<file path="config.mk">
export PLATFORM = sky130hd
export DESIGN_NAME = vmask_reduce
export DESIGN_NICKNAME = d
export VERILOG_FILES = /design/src/rtl/vmask_reduce.sv
export SDC_FILE = /design/constraint.sdc
export NUM_CORES = 1
export LEC_CHECK = 0
export BUFFER_PORTS_ARGS = -buffer_cell sky130_fd_sc_hd__buf_2
export CORE_ASPECT_RATIO = 1.1
export CORE_MARGIN = 1.5
export CORE_UTILIZATION = 50
export CTS_CLUSTER_SIZE = 14
export DETAILED_ROUTE_END_ITERATION = 8
export GPL_ROUTABILITY_DRIVEN = 0
export PLACE_DENSITY_LB_ADDON = 0.3
export SLEW_MARGIN = 10
export SYNTH_ARGS = -nofsm -noshare
export SYNTH_HDL_FRONTEND = slang
export SYNTH_SLANG_ARGS = --single-unit
</file>
<file path="constraint.sdc">
create_clock -name clk -period 1.51 [get_ports clk]
set_input_delay 0.302 -clock clk [delete_from_list [all_inputs] [get_ports clk]]
set_output_delay 0.302 -clock clk [all_outputs]
set_load 0.01 [all_outputs]
</file>
<file path="src/rtl/vmask_reduce.sv">
module vmask_reduce #(
  parameter int NELEM = 8,
  parameter int EW    = 8,
  parameter int XW    = 16,
  parameter int VLW   = $clog2(NELEM + 1)
) (
  input  logic                clk,
  input  logic                rst_n,
  input  logic                start,
  input  logic [2:0]          op,
  input  logic [VLW-1:0]      vl,
  input  logic [NELEM-1:0]    src_mask,
  input  logic [NELEM-1:0]    gov_mask,
  input  logic                gov_en,
  output logic [XW-1:0]       scalar_res,
  output logic [NELEM*EW-1:0] vec_res,
  output logic                done
);
  localparam logic [2:0] OP_FIRST = 3'd0;
  localparam logic [2:0] OP_COUNT = 3'd1;
  localparam logic [2:0] OP_IOTA  = 3'd2;
  localparam logic [2:0] OP_BEF   = 3'd3;
  localparam logic [2:0] OP_INC   = 3'd4;

  logic                use_gov;
  logic [XW-1:0]       cnt, first_idx, nxt_sc;
  logic [NELEM*EW-1:0] nxt_vec;
  logic                seen, act, hit;

  assign use_gov = gov_en && (op == OP_IOTA || op == OP_BEF || op == OP_INC);

  always_comb begin
    cnt       = '0;
    first_idx = '1;
    seen      = 1'b0;
    nxt_vec   = '0;
    act       = 1'b0;
    hit       = 1'b0;
    for (int i = 0; i < NELEM; i++) begin
      act = (i < int'(vl)) && (!use_gov || gov_mask[i]);
      hit = act && src_mask[i];
      case (op)
        OP_IOTA: if (act) nxt_vec[i*EW +: EW] = EW'(cnt);
        OP_BEF:  if (act && !seen && !hit) nxt_vec[i*EW] = 1'b1;
        OP_INC:  if (act && !seen) nxt_vec[i*EW] = 1'b1;
        default: ;
      endcase
      if (hit && !seen) first_idx = XW'(i);
      if (hit) cnt = cnt + XW'(1);
      seen = seen | hit;
    end
  end

  assign nxt_sc = (op == OP_FIRST) ? first_idx :
                  (op == OP_COUNT) ? cnt : '0;

  always_ff @(posedge clk or negedge rst_n) begin
    if (!rst_n) begin
      scalar_res <= '0;
      vec_res    <= '0;
      done       <= 1'b0;
    end else begin
      done <= start;
      if (start) begin
        scalar_res <= nxt_sc;
        vec_res    <= nxt_vec;
      end
    end
  end
endmodule

</file>
-- Yosys cells after proc, flatten, opt, wreduce, memory -nomap -nowiden
Index checks and enable logic that the tools add are counted.
- multiplexer cells: 56
- add/subtract/negate cells: 7
- bitwise gates (word level): 6
- order comparisons: 8
- eq/ne operators: 4
- reductions and logical operators: 65
- operator list (operator ; number):
    2-to-1 mux 16 bit ; 17
    adder 16 x 1 -> 16 bit (second input constant) ; 7
    2-to-1 mux 8 bit ; 7
    2-to-1 mux 7 bit ; 7
    logical AND 1 bit ; 39
    case mux 1 bit (3 select lines) ; 7
    2-to-1 mux 1 bit ; 17
    < comparator 3 x 4 -> 1 bit (first input constant) ; 4
    zero test 1 bit ; 15
    logical OR 1 bit ; 10
    < comparator 1 x 4 -> 1 bit (first input constant) ; 2
    < comparator 2 x 4 -> 1 bit (first input constant) ; 2
    == test 3 x 2 -> 1 bit (second input constant) ; 2
    OR 1 bit ; 6
    == test 3 x 1 -> 1 bit (second input constant) ; 1
    == test 3 bit (second input constant) ; 1
    zero test 3 bit ; 1
    case mux 1 bit (2 select lines) ; 1
- word-level logic and storage cells: 149
- output and inout port bits: 81
- register bits after elaboration: 74

-- Logic depth before layout (Yosys ltp)
Gate-level depths: netlist of the first run.
- depth after elaboration: 25
- gate-level depth with buffers: 28

-- Least setup slack after synthesis of the first run
No wires, ideal clock.
- path kind: input-to-reg
- from: input op[0]
- to: register scalar_res[4]
- path slack: -4.102 ns
- stages on the path: 26
- library setup time: 0.092 ns
- arrival: 5.520 ns
- cells stage by stage: clkbuf_1 > nor3b_1 > o21ai_0 > o32a_1 > and2_1 > ha_1 > a21boi_0 > nor2_1 > inv_1 > ha_1 > nand3_1 > o31a_1 > inv_1 > ha_1 > nor2_1 > a21oi_1 > ha_1 > o22a_1 > o21ai_0 > inv_1 > ha_1 > and3_1 > maj3_1 > a32oi_1 > nor4_1 > o31ai_2
- longest elaborated chain between the ends: 25
- elaborated cells on any way between the ends: 78
- RTL lines (item ; line ; source):
    from (decl) ; 10 ; input logic [2:0] op,
    == test 3 x 2 -> 1 bit ; 30 ; assign use_gov = gov_en && (op == OP_IOTA || op == OP_BEF || op == OP_INC);
    logical OR 1 bit (2 in a row) ; 30 ;
    logical AND 1 bit ; 30 ;
    zero test 1 bit ; 40 ; act = (i < int'(vl)) && (!use_gov || gov_mask[i]);
    logical OR 1 bit ; 40 ;
    logical AND 1 bit ; 40 ;
    logical AND 1 bit ; 41 ; hit = act && src_mask[i];
    2-to-1 mux 1 bit ; 49 ; if (hit) cnt = cnt + XW'(1);
    [8 not listed] ; -- ;
    adder 16 x 1 -> 16 bit ; 49 ;
    2-to-1 mux 16 bit ; 49 ;
    adder 16 x 1 -> 16 bit ; 49 ;
    2-to-1 mux 16 bit ; 49 ;
    adder 16 x 1 -> 16 bit ; 49 ;
    2-to-1 mux 16 bit ; 49 ;
    2-to-1 mux 16 bit ; 55 ; (op == OP_COUNT) ? cnt : '0;
    2-to-1 mux 16 bit (*) ; 54 ; assign nxt_sc = (op == OP_FIRST) ? first_idx :
    to (signal assigned) ; 65 ; scalar_res <= nxt_sc;
    to (decl) ; 15 ; output logic [XW-1:0] scalar_res,
Mark *: on every way between the ends. The rest lies on a longest branch, timed or not.
A chain may end at the register's enable or synchronous reset.

-- Worst setup path after layout of the first run
- from: input vl[2]
- to: register scalar_res[4]
- longest elaborated chain between the ends: 20
- elaborated cells on any way between the ends: 69
- RTL lines (item ; line ; source):
    from (decl) ; 11 ; input logic [VLW-1:0] vl,
    < comparator 1 x 4 -> 1 bit ; 40 ;
    logical AND 1 bit ; 40 ;
    logical AND 1 bit ; 41 ;
    2-to-1 mux 1 bit ; 49 ;
    adder 16 x 1 -> 16 bit ; 49 ;
    2-to-1 mux 16 bit ; 49 ;
    adder 16 x 1 -> 16 bit ; 49 ;
    2-to-1 mux 16 bit ; 49 ;
    [4 not listed] ; -- ;
    adder 16 x 1 -> 16 bit ; 49 ;
    2-to-1 mux 16 bit ; 49 ;
    adder 16 x 1 -> 16 bit ; 49 ;
    2-to-1 mux 16 bit ; 49 ;
    adder 16 x 1 -> 16 bit ; 49 ;
    2-to-1 mux 16 bit ; 49 ;
    2-to-1 mux 16 bit ; 55 ;
    2-to-1 mux 16 bit (*) ; 54 ;
Marks and branches as above.

==> key figures, run 1 <==
Floorplanning
  • Core area: around 5800 um2
  • DIE HEIGHT: around 84 um
  • Initial core utilization: 51.8%
  • FP Rows: 29
  • I/O pins: about 110
  • Die W: roughly 77 um
  • Die area: roughly 6500 um2

Global route
  • Vias in the first global route: 3,549
  • Total gr overflow: 0
  • First-pass GRT wire length: 18,300 um
  • Largest net degree at the start of global routing: 25
  • Initial antenna violation count: 0
  • Gr usage total: between 30% and 40%

Logic synthesis
  • Synth top area share: 32.6%
  • Ys Warns: 0
  • Synth top area cells: dfrtp_1 33%, buf_4 11%, o2bb2ai_1 5.0%
  • Ys async rst share: 100%
  • Cells after synthesis: 335
  • Post-synth EDFFs: 0
  • Syn Area/Cell: 8.92 um2
  • Dominant synthesized flop cell: dfrtp_1
  • Flops & latches, synth: 39
  • Library cells used by synthesis: 58
  • Synthesized cell area: ~3000 um2
  • Register area share after synthesis: between 30% and 40%
  • Cell taking the most area after synthesis: dfrtp_1

Critical path
  • WP data arrival: 4.85 ns
  • CP Max Fanout: 4
  • Critical Path Sink Type: flop
  • Crit path launch type: input port
  • CP Data Required Time: between 1.5 and 2 ns
  • Crit Path Class: in2reg

CTS
  • Clock buffer count from CTS: 5
  • CTS max path bufs: 2
  • Clock latency on the worst-skew pair: ~0.30 ns
  • Clk pin slew, worst setup/hold paths: around 0.08 ns
  • # clock sinks: 39
  • H-tree depth: 2
  • CTS tree: built
  • Clock root buffer: clkbuf_8

Finish
  • FILL cells: approximately 250
  • Storage cell area: between 900 and 1000 um2
  • Most frequent cells in the layout: 95 x buf_4, 68 x buf_2, 39 x dfrtp_1, 35 x conb_1, 34 x buf_6
  • Commonest non-fill, non-tap cell in the layout: buf_4
  • Area growth syn-to-layout: 71.2%
  • Core Util, Final: around 90%
  • Ratio of cells with drive above 1 in the final layout: approximately 60%
  • # diodes: 0
  • NumNets Final: about 560
  • Area of the multi-input gates: 2370 um2

Timing
  • Worst slew pin tran: between 0.5 and 0.6 ns
  • Final Cycle Share: 309%
  • Fin Setup TNS: -53.27 ns
  • Final count of negative-setup-slack endpoints: 31
  • RSZ-0062 raised after global routing: true
  • Fin worst setup slack: -3.15 ns
  • Clock Skews: 0 ns
  • WHS: ~0.27 ns
  • Final hold vios: 0
  • Slew Limit Headroom: about 66%
  • Max-slew violation count: 0
  • Fmax: ~0.21 GHz
  • Period minus WS final: around 4.7 ns

Power and ir drop
  • Switching Share: 37.9%
  • Leak: approximately 2.5 nW
  • Sequential share of power: between 20% and 30%
  • Peak supply drop: 0.695 mV
  • Power Dens Cells: between 800 and 900 nW/um2
  • Cell Int Power: approximately 2.6 mW
  • Clock share of power: roughly 18%
  • Comb pwr share: 55.6%
  • Psw: 1.58 mW

Place
  • # port buffers: 72
  • HPWL Detailed: 6980 um

Detailed routing
  • 1st-iter DRT viols: 604
  • Wire per inst: 23.4 um
  • DRC Markers: 0
  • First-pass detailed-route iteration total: 6
  • Total routed wirelength: between 10,000 and 15,000 um
  • Vias per cell: roughly 6.4
  • Antenna-violating nets left: 0
  • Via count: 3,831

Run status
  • Status: complete, but fails checks
  • Failing checks: setup timing

Flow run
  • Max Cap Viol: 0

Hold path
  • HP Class: in2reg
==> layer usage <==
metal | global-route usage, % | vias to the layer above | wire length, um
met5 | 0 | - | 0
met4 | 21.2 | 0 | 1220
met3 | 6.23 | 140 | 1360
met2 | 62.8 | 382 | 6460
met1 | 42.7 | 1784 | 5000
li1 | - | 1525 | -
==> critical path, cell delays in order <==
cell	delay [ns]
buf_8	0.10
or2_4	0.24
o32a_1	0.37
and2_4	0.18
ha_4	0.27
nor3_4	0.22
nor2_2	0.09
inv_2	0.07
ha_4	0.21
nand3_4	0.08
o31a_1	0.22
inv_2	0.08
ha_4	0.26
nor2_4	0.16
a21oi_4	0.06
ha_4	0.27
o22a_1	0.16
o21ai_2	0.09
buf_6	0.16
or3_4	0.39
o211a_4	0.28
o31a_1	0.31
o31ai_2	0.26
==> synth_stat cells, types with 3 or more instances <==
library cell   n
nor3_1         7
a22oi_1        6
o2bb2ai_1     17
a211o_1        4
and2_1         9
a32o_1         3
nand2_1       28
xnor3_1        4
dfrtp_1       39
ha_1           8
xnor2_1        6
o22a_1         4
a21oi_1        7
nand3_1       13
a211oi_1       4
and3_1         7
o211ai_1       4
clkbuf_1      11
o21ai_0       22
o22ai_1        3
nor2_1        10
inv_1         20
o21a_1         3
nor2b_1        7
buf_4         42
==> metrics by stage <==
step	setup WS, ns	cell area [um2]	std cells	total power [mW]
5_1_grt	-3.20	5120	601	4.30
4_1_cts	-2.85	4800	588	3.71
3_3_place_gp	-3.06	4160	562	2.56
6_report	-3.15	5120	601	4.17
2_1_floorplan	-3.26	3340	369	2.02
3_5_place_dp	-3.24	4160	562	2.60
==> cell type report <==
class | count | share of cell area, %
repair buffers | 202 | 29.5
clock buffers | 6 | 1.61
well taps | 77 | 1.88
multi-input cells | 256 | 46.3
flip-flops and latches | 39 | 19.1
inverters | 20 | 1.52
clock inverters | 1 | 0.0978
==> power groups by stage <==
stage,Clock [mW],Combinational (mW),Sequential [mW]
4_1_cts,0.733,1.88,1.10
3_5_place_dp,0,1.48,1.12
6_report,0.746,2.32,1.10
2_1_floorplan,0,0.884,1.14
5_1_grt,0.811,2.38,1.11
3_3_place_gp,0,1.44,1.12
==> sequential cells by signal (all words and copies together) (netlist names) <==
register / flops
vec_res: 29
done: 1
scalar_res: 9
==> kinds of logic after synthesis <==
| group | synth area share (%) |
|---|---|
| adders and majority gates | 3.68 |
| xor gates and xnor gates | 6.28 |
| AOI/OAI and AO/OA | 24.2 |
| DFF | 32.6 |
| buffers and inverters | 14.6 |
| muxes | 1.05 |
| other | 0.125 |
| and+or+nand+nor | 17.5 |
==> worst paths after layout <==
kind / slack [ns] / endpoint / cells after the start / startpoint
min: 0.27 / vec_res[56]$_DFFE_PN0P_ / 2 / start
min reg2reg: 0.49 / vec_res[51]$_DFFE_PN0P_ / 1 / vec_res[51]$_DFFE_PN0P_
max reg2reg: 0.56 / scalar_res[4]$_DFFE_PN0P_ / 2 / scalar_res[4]$_DFFE_PN0P_
max: -3.15 / scalar_res[4]$_DFFE_PN0P_ / 23 / vl[2]
min in group asynchronous: 0.46 / vec_res[26]$_DFFE_PN0P_ / 2 / rst_n
max in group asynchronous: 0.59 / scalar_res[4]$_DFFE_PN0P_ / 3 / rst_n
==> repair_timing <==
action	in CTS	in global routing
endpoints found under the hold margin	15	0
pin swaps	31	30
setup endpoints to repair	31	32
setup buffers	22	20
resized for setup	90	46
hold buffers	1	0
No activity file was read; power rests on OpenSTA's default activity.
==> run 2: changes to the inputs <==
--- a/config.mk
+++ b/config.mk
@@ -5,6 +5,7 @@
 export SDC_FILE = /design/constraint.sdc
 export NUM_CORES = 1
 export LEC_CHECK = 0
+export ABC_AREA = 1
 export BUFFER_PORTS_ARGS = -buffer_cell sky130_fd_sc_hd__buf_2
 export CORE_ASPECT_RATIO = 1.1
 export CORE_MARGIN = 1.5
@@ -17,3 +18,4 @@
 export SYNTH_ARGS = -nofsm -noshare
 export SYNTH_HDL_FRONTEND = slang
 export SYNTH_SLANG_ARGS = --single-unit
+export TNS_END_PERCENT = 5
==> key figures, run 2 <==
Critical path
  • Max incr delay on CP: 0.30 ns (was 0.39 ns)
  • Critical Path Sink Type: flop (unchanged)
  • Crit path launch: op[1] (was vl[2])
  • Worst path most repeated cell: nand2_4 (was ha_4)
  • FF-to-FF path depth: 1 (was 2)
  • Crit path launch type: input port (unchanged)
  • Reg2Reg Setup Slack: 0.78 ns (was 0.56 ns)
  • CP Max Fanout: 3 (was 4)
  • Reg2reg end: vec_res[32]$_DFFE_PN0P_ (was scalar_res[4]$_DFFE_PN0P_)
  • Critical Path Sink: scalar_res[1]$_DFFE_PN0P_ (was scalar_res[4]$_DFFE_PN0P_)
  • Crit-path leading delay family: simple AND/OR/NAND/NOR gates (was compound AO/OA/AOI/OAI gates)
  • WP data arrival: 4.17 ns (was 4.85 ns)
  • Crit path depth: 31 (was 23)
  • Critical path buffers and inverters: 7 (was 4)
  • Crit Path Class: in2reg (unchanged)
  • CP Data Required Time: 1.70 ns (about the same)
  • CP max stage cell: ha_4 (was or3_4)
  • Reg2reg start: vec_res[32]$_DFFE_PN0P_ (was scalar_res[4]$_DFFE_PN0P_)

Logic synthesis
  • Count leader, synth: nand2_1 (was buf_4)
  • Post-synth EDFFs: 0 (unchanged)
  • Register area share after synthesis: 32.2% (was 32.6%)
  • Post-synthesis adder-cell area fraction: 3.30% (was 3.68%)
  • Ys Warns: 0 (unchanged)
  • Synth cell count leaders: 91 x nand2_1, 46 x inv_1, 42 x buf_4 (was 42 x buf_4, 39 x dfrtp_1, 28 x nand2_1)
  • Cell taking the most area after synthesis: dfrtp_1 (unchanged)
  • Syn Area/Cell: 7.51 um2 (was 8.92 um2)
  • Synth top area cells: dfrtp_1 32%, nand2_1 11%, buf_4 10% (was dfrtp_1 33%, buf_4 11%, o2bb2ai_1 5.0%)
  • Post-Synth Simple-Gate Area: 34.4% (was 17.5%)
  • Synthesized cell area: 3030 um2 (was 2990 um2)
  • Dominant synthesized flop cell: dfrtp_1 (unchanged)
  • Synth top area share: 32.2% (was 32.6%)
  • Post-synthesis compound-gate area fraction: 11.5% (was 24.2%)
  • Post-synthesis mux area share: 0% (was 1.05%)
  • Main combinational cell family by area after synthesis: simple AND/OR/NAND/NOR gates (was compound AO/OA/AOI/OAI gates)
  • Library cells used by synthesis: 39 (was 58)
  • Flops & latches, synth: 39 (unchanged)
  • Cells after synthesis: 404 (was 335)
  • XOR/XNOR Fraction of Synth Area: 0.289% (was 6.28%)
  • Ys async rst share: 100% (unchanged)

Floorplanning
  • Core area: 5810 um2 (was 5770 um2)
  • I/O pins: 108 (unchanged)
  • Initial core utilization: 52.3% (was 51.8%)
  • FP Rows: 29 (unchanged)
  • DIE HEIGHT: 84.7 um (was 84.1 um)
  • Die area: 6550 um2 (was 6450 um2)
  • Die W: 77.3 um (was 76.7 um)

Timing
  • Max-slew violation count: 0 (unchanged)
  • Fmax: 0.251 GHz (was 0.215 GHz)
  • Fin worst setup slack: -2.47 ns (was -3.15 ns)
  • Final count of negative-setup-slack endpoints: 31 (unchanged)
  • Fin Setup TNS: -43.42 ns (was -53.27 ns)
  • Period minus WS final: 3.98 ns (was 4.66 ns)
  • RSZ-0062 raised after global routing: true (unchanged)
  • WHS: 0.333 ns (was 0.267 ns)
  • Clock Skews: 0 ns (unchanged)
  • Final hold vios: 0 (unchanged)
  • Final Cycle Share: 264% (was 309%)

Global route
  • Gr usage total: 31.0% (was 36.6%)
  • Total gr overflow: 0 (unchanged)
  • Vias in the first global route: 3,501 (was 3,549)
  • Largest net degree at the start of global routing: 24 (was 25)
  • Initial antenna violation count: 0 (unchanged)
  • First-pass GRT wire length: 16,200 um (was 18,300 um)

CTS
  • Clk pin slew, worst setup/hold paths: 0.09 ns (was 0.08 ns)
  • Clock buffer count from CTS: 5 (unchanged)
  • # clock sinks: 39 (unchanged)
  • CTS tree: built (unchanged)
  • Clock latency on the worst-skew pair: 0.30 ns (about the same)
  • H-tree depth: 2 (unchanged)
  • CTS max path bufs: 2 (unchanged)
  • Clock root buffer: clkbuf_8 (unchanged)

Finish
  • Ratio of cells with drive above 1 in the final layout: 54.3% (was 59.7%)
  • Top reg by flops: vec_res (unchanged)
  • Top flop regs: vec_res x29, scalar_res x9, done x1 (unchanged)
  • Final non-filler cell total: 681 (was 601)
  • Area of the multi-input gates: 1940 um2 (was 2370 um2)
  • Cell area after layout: 4780 um2 (was 5120 um2)
  • FILL cells: 338 (was 251)
  • Core Util, Final: 82.4% (was 88.7%)
  • # diodes: 0 (unchanged)
  • Most frequent cells in the layout: 118 x buf_4, 76 x nand2_1, 70 x buf_2, 39 x dfrtp_1, 35 x conb_1 (was 95 x buf_4, 68 x buf_2, 39 x dfrtp_1, 35 x conb_1, 34 x buf_6)
  • Commonest non-fill, non-tap cell in the layout: buf_4 (unchanged)
  • Max reg flops: 29 (unchanged)
  • NumNets Final: 638 (was 559)
  • Storage cell area: 976 um2 (unchanged)
  • Area growth syn-to-layout: 57.7% (was 71.2%)

Power and ir drop
  • Power Dens Cells: 762 nW/um2 (was 814 nW/um2)
  • Leak: 2.65 nW (was 2.49 nW)
  • Peak supply drop: 0.503 mV (was 0.695 mV)
  • Total power: 3.65 mW (was 4.17 mW)

Detailed routing
  • Wire per inst: 16.3 um (was 23.4 um)
  • Antenna-violating nets left: 0 (unchanged)
  • DRC Markers: 0 (unchanged)
  • First-pass detailed-route iteration total: 5 (was 6)
  • Via count: 3,585 (was 3,831)
  • 1st-iter DRT viols: 227 (was 604)
  • Total routed wirelength: 11,100 um (was 14,000 um)
  • Vias per cell: 5.26 (was 6.37)

Place
  • Post-place setup slack: -2.95 ns (was -3.24 ns)
  • # port buffers: 72 (unchanged)
  • DP Cell Count: 628 (was 562)
  • Dpl cell area: 4050 um2 (was 4160 um2)
  • HPWL Detailed: 6310 um (was 6980 um)

Hold path
  • HP Class: in2reg (unchanged)

Run status
  • Status: complete, but fails checks (unchanged)
  • Failing checks: setup timing (unchanged)

Flow run
  • Max Cap Viol: 0 (unchanged)
-- run 2: changes by cell type in the layout (fill, tap and decap cells not counted), moves of 13 or more --
cell     delta
buf_4      +23
buf_6      -21
inv_1      +21
inv_2      +13
nand2_1    +55
nand2_2    +21
nand2_4    +15
-- run 2: where the power goes --
part | internal (mW) | leakage, nW | total (mW) | switching (mW)
sequential | 1.07 | 0.536 | 1.09 | 0.0168
combinational | 0.783 | 2.06 | 1.65 | 0.871
clock | 0.498 | 0.0548 | 0.904 | 0.406
total | 2.35 | 2.65 | 3.65 | 1.29
-- run 2: layer usage --
layer / global-route usage [%] / share of wire, %
met5: 0 / 0
met4: 17.5 / 8.9
met3: 4.46 / 5.7
met2: 59.7 / 51
met1: 31.5 / 34
-- run 2: worst min-delay path by stage --
stage / from / to / slack, ns / cells after the start
final: start / vec_res[24]$_DFFE_PN0P_ / 0.33 / 3
after global routing: start / done$_DFF_PN0_ / 0.34 / 2
after CTS: start / vec_res[24]$_DFFE_PN0P_ / 0.33 / 3
after detailed placement: rst_n / scalar_res[6]$_DFFE_PN0P_ / 0.25 / 1
after global placement: rst_n / scalar_res[6]$_DFFE_PN0P_ / 0.24 / 1
after floorplan: rst_n / done$_DFF_PN0_ / 0.006 / 0
-- run 2: what timing repair did --
action	CTS	global route
pin swaps	36	23
gates cloned	0	0
buffers inserted	36	10
endpoints found under the setup margin	30	31
resized for setup	44	42
hold buffers	1	0
hold endpoints to repair	16	0
-- run 2: kinds of logic after synthesis --
| family | count (synthesis) |
|---|---|
| DFF | 39 |
| xor gates and xnor gates | 1 |
| buffers and inverters | 105 |
| AOI/OAI and AO/OA | 56 |
| other | 1 |
| adders and majority gates | 8 |
| and+or+nand+nor | 194 |
-- run 2: cell type report --
class                   count  share of cell area [%]
clock buffers               5                    1.44
clock inverters             3                   0.968
inverters                  59                    4.84
multi-input cells         294                    40.5
flip-flops and latches     39                    20.4
well taps                  77                    2.01
repair buffers            204                    29.8
-- run 2: tightest hold or removal path, delay by kind of cell --
kind / cells / cell delay (ns)
AND/OR/NAND/NOR: 1 / 0.09
AO/OA/AOI/OAI: 1 / 0.09
buffers and inverters: 1 / 0.12
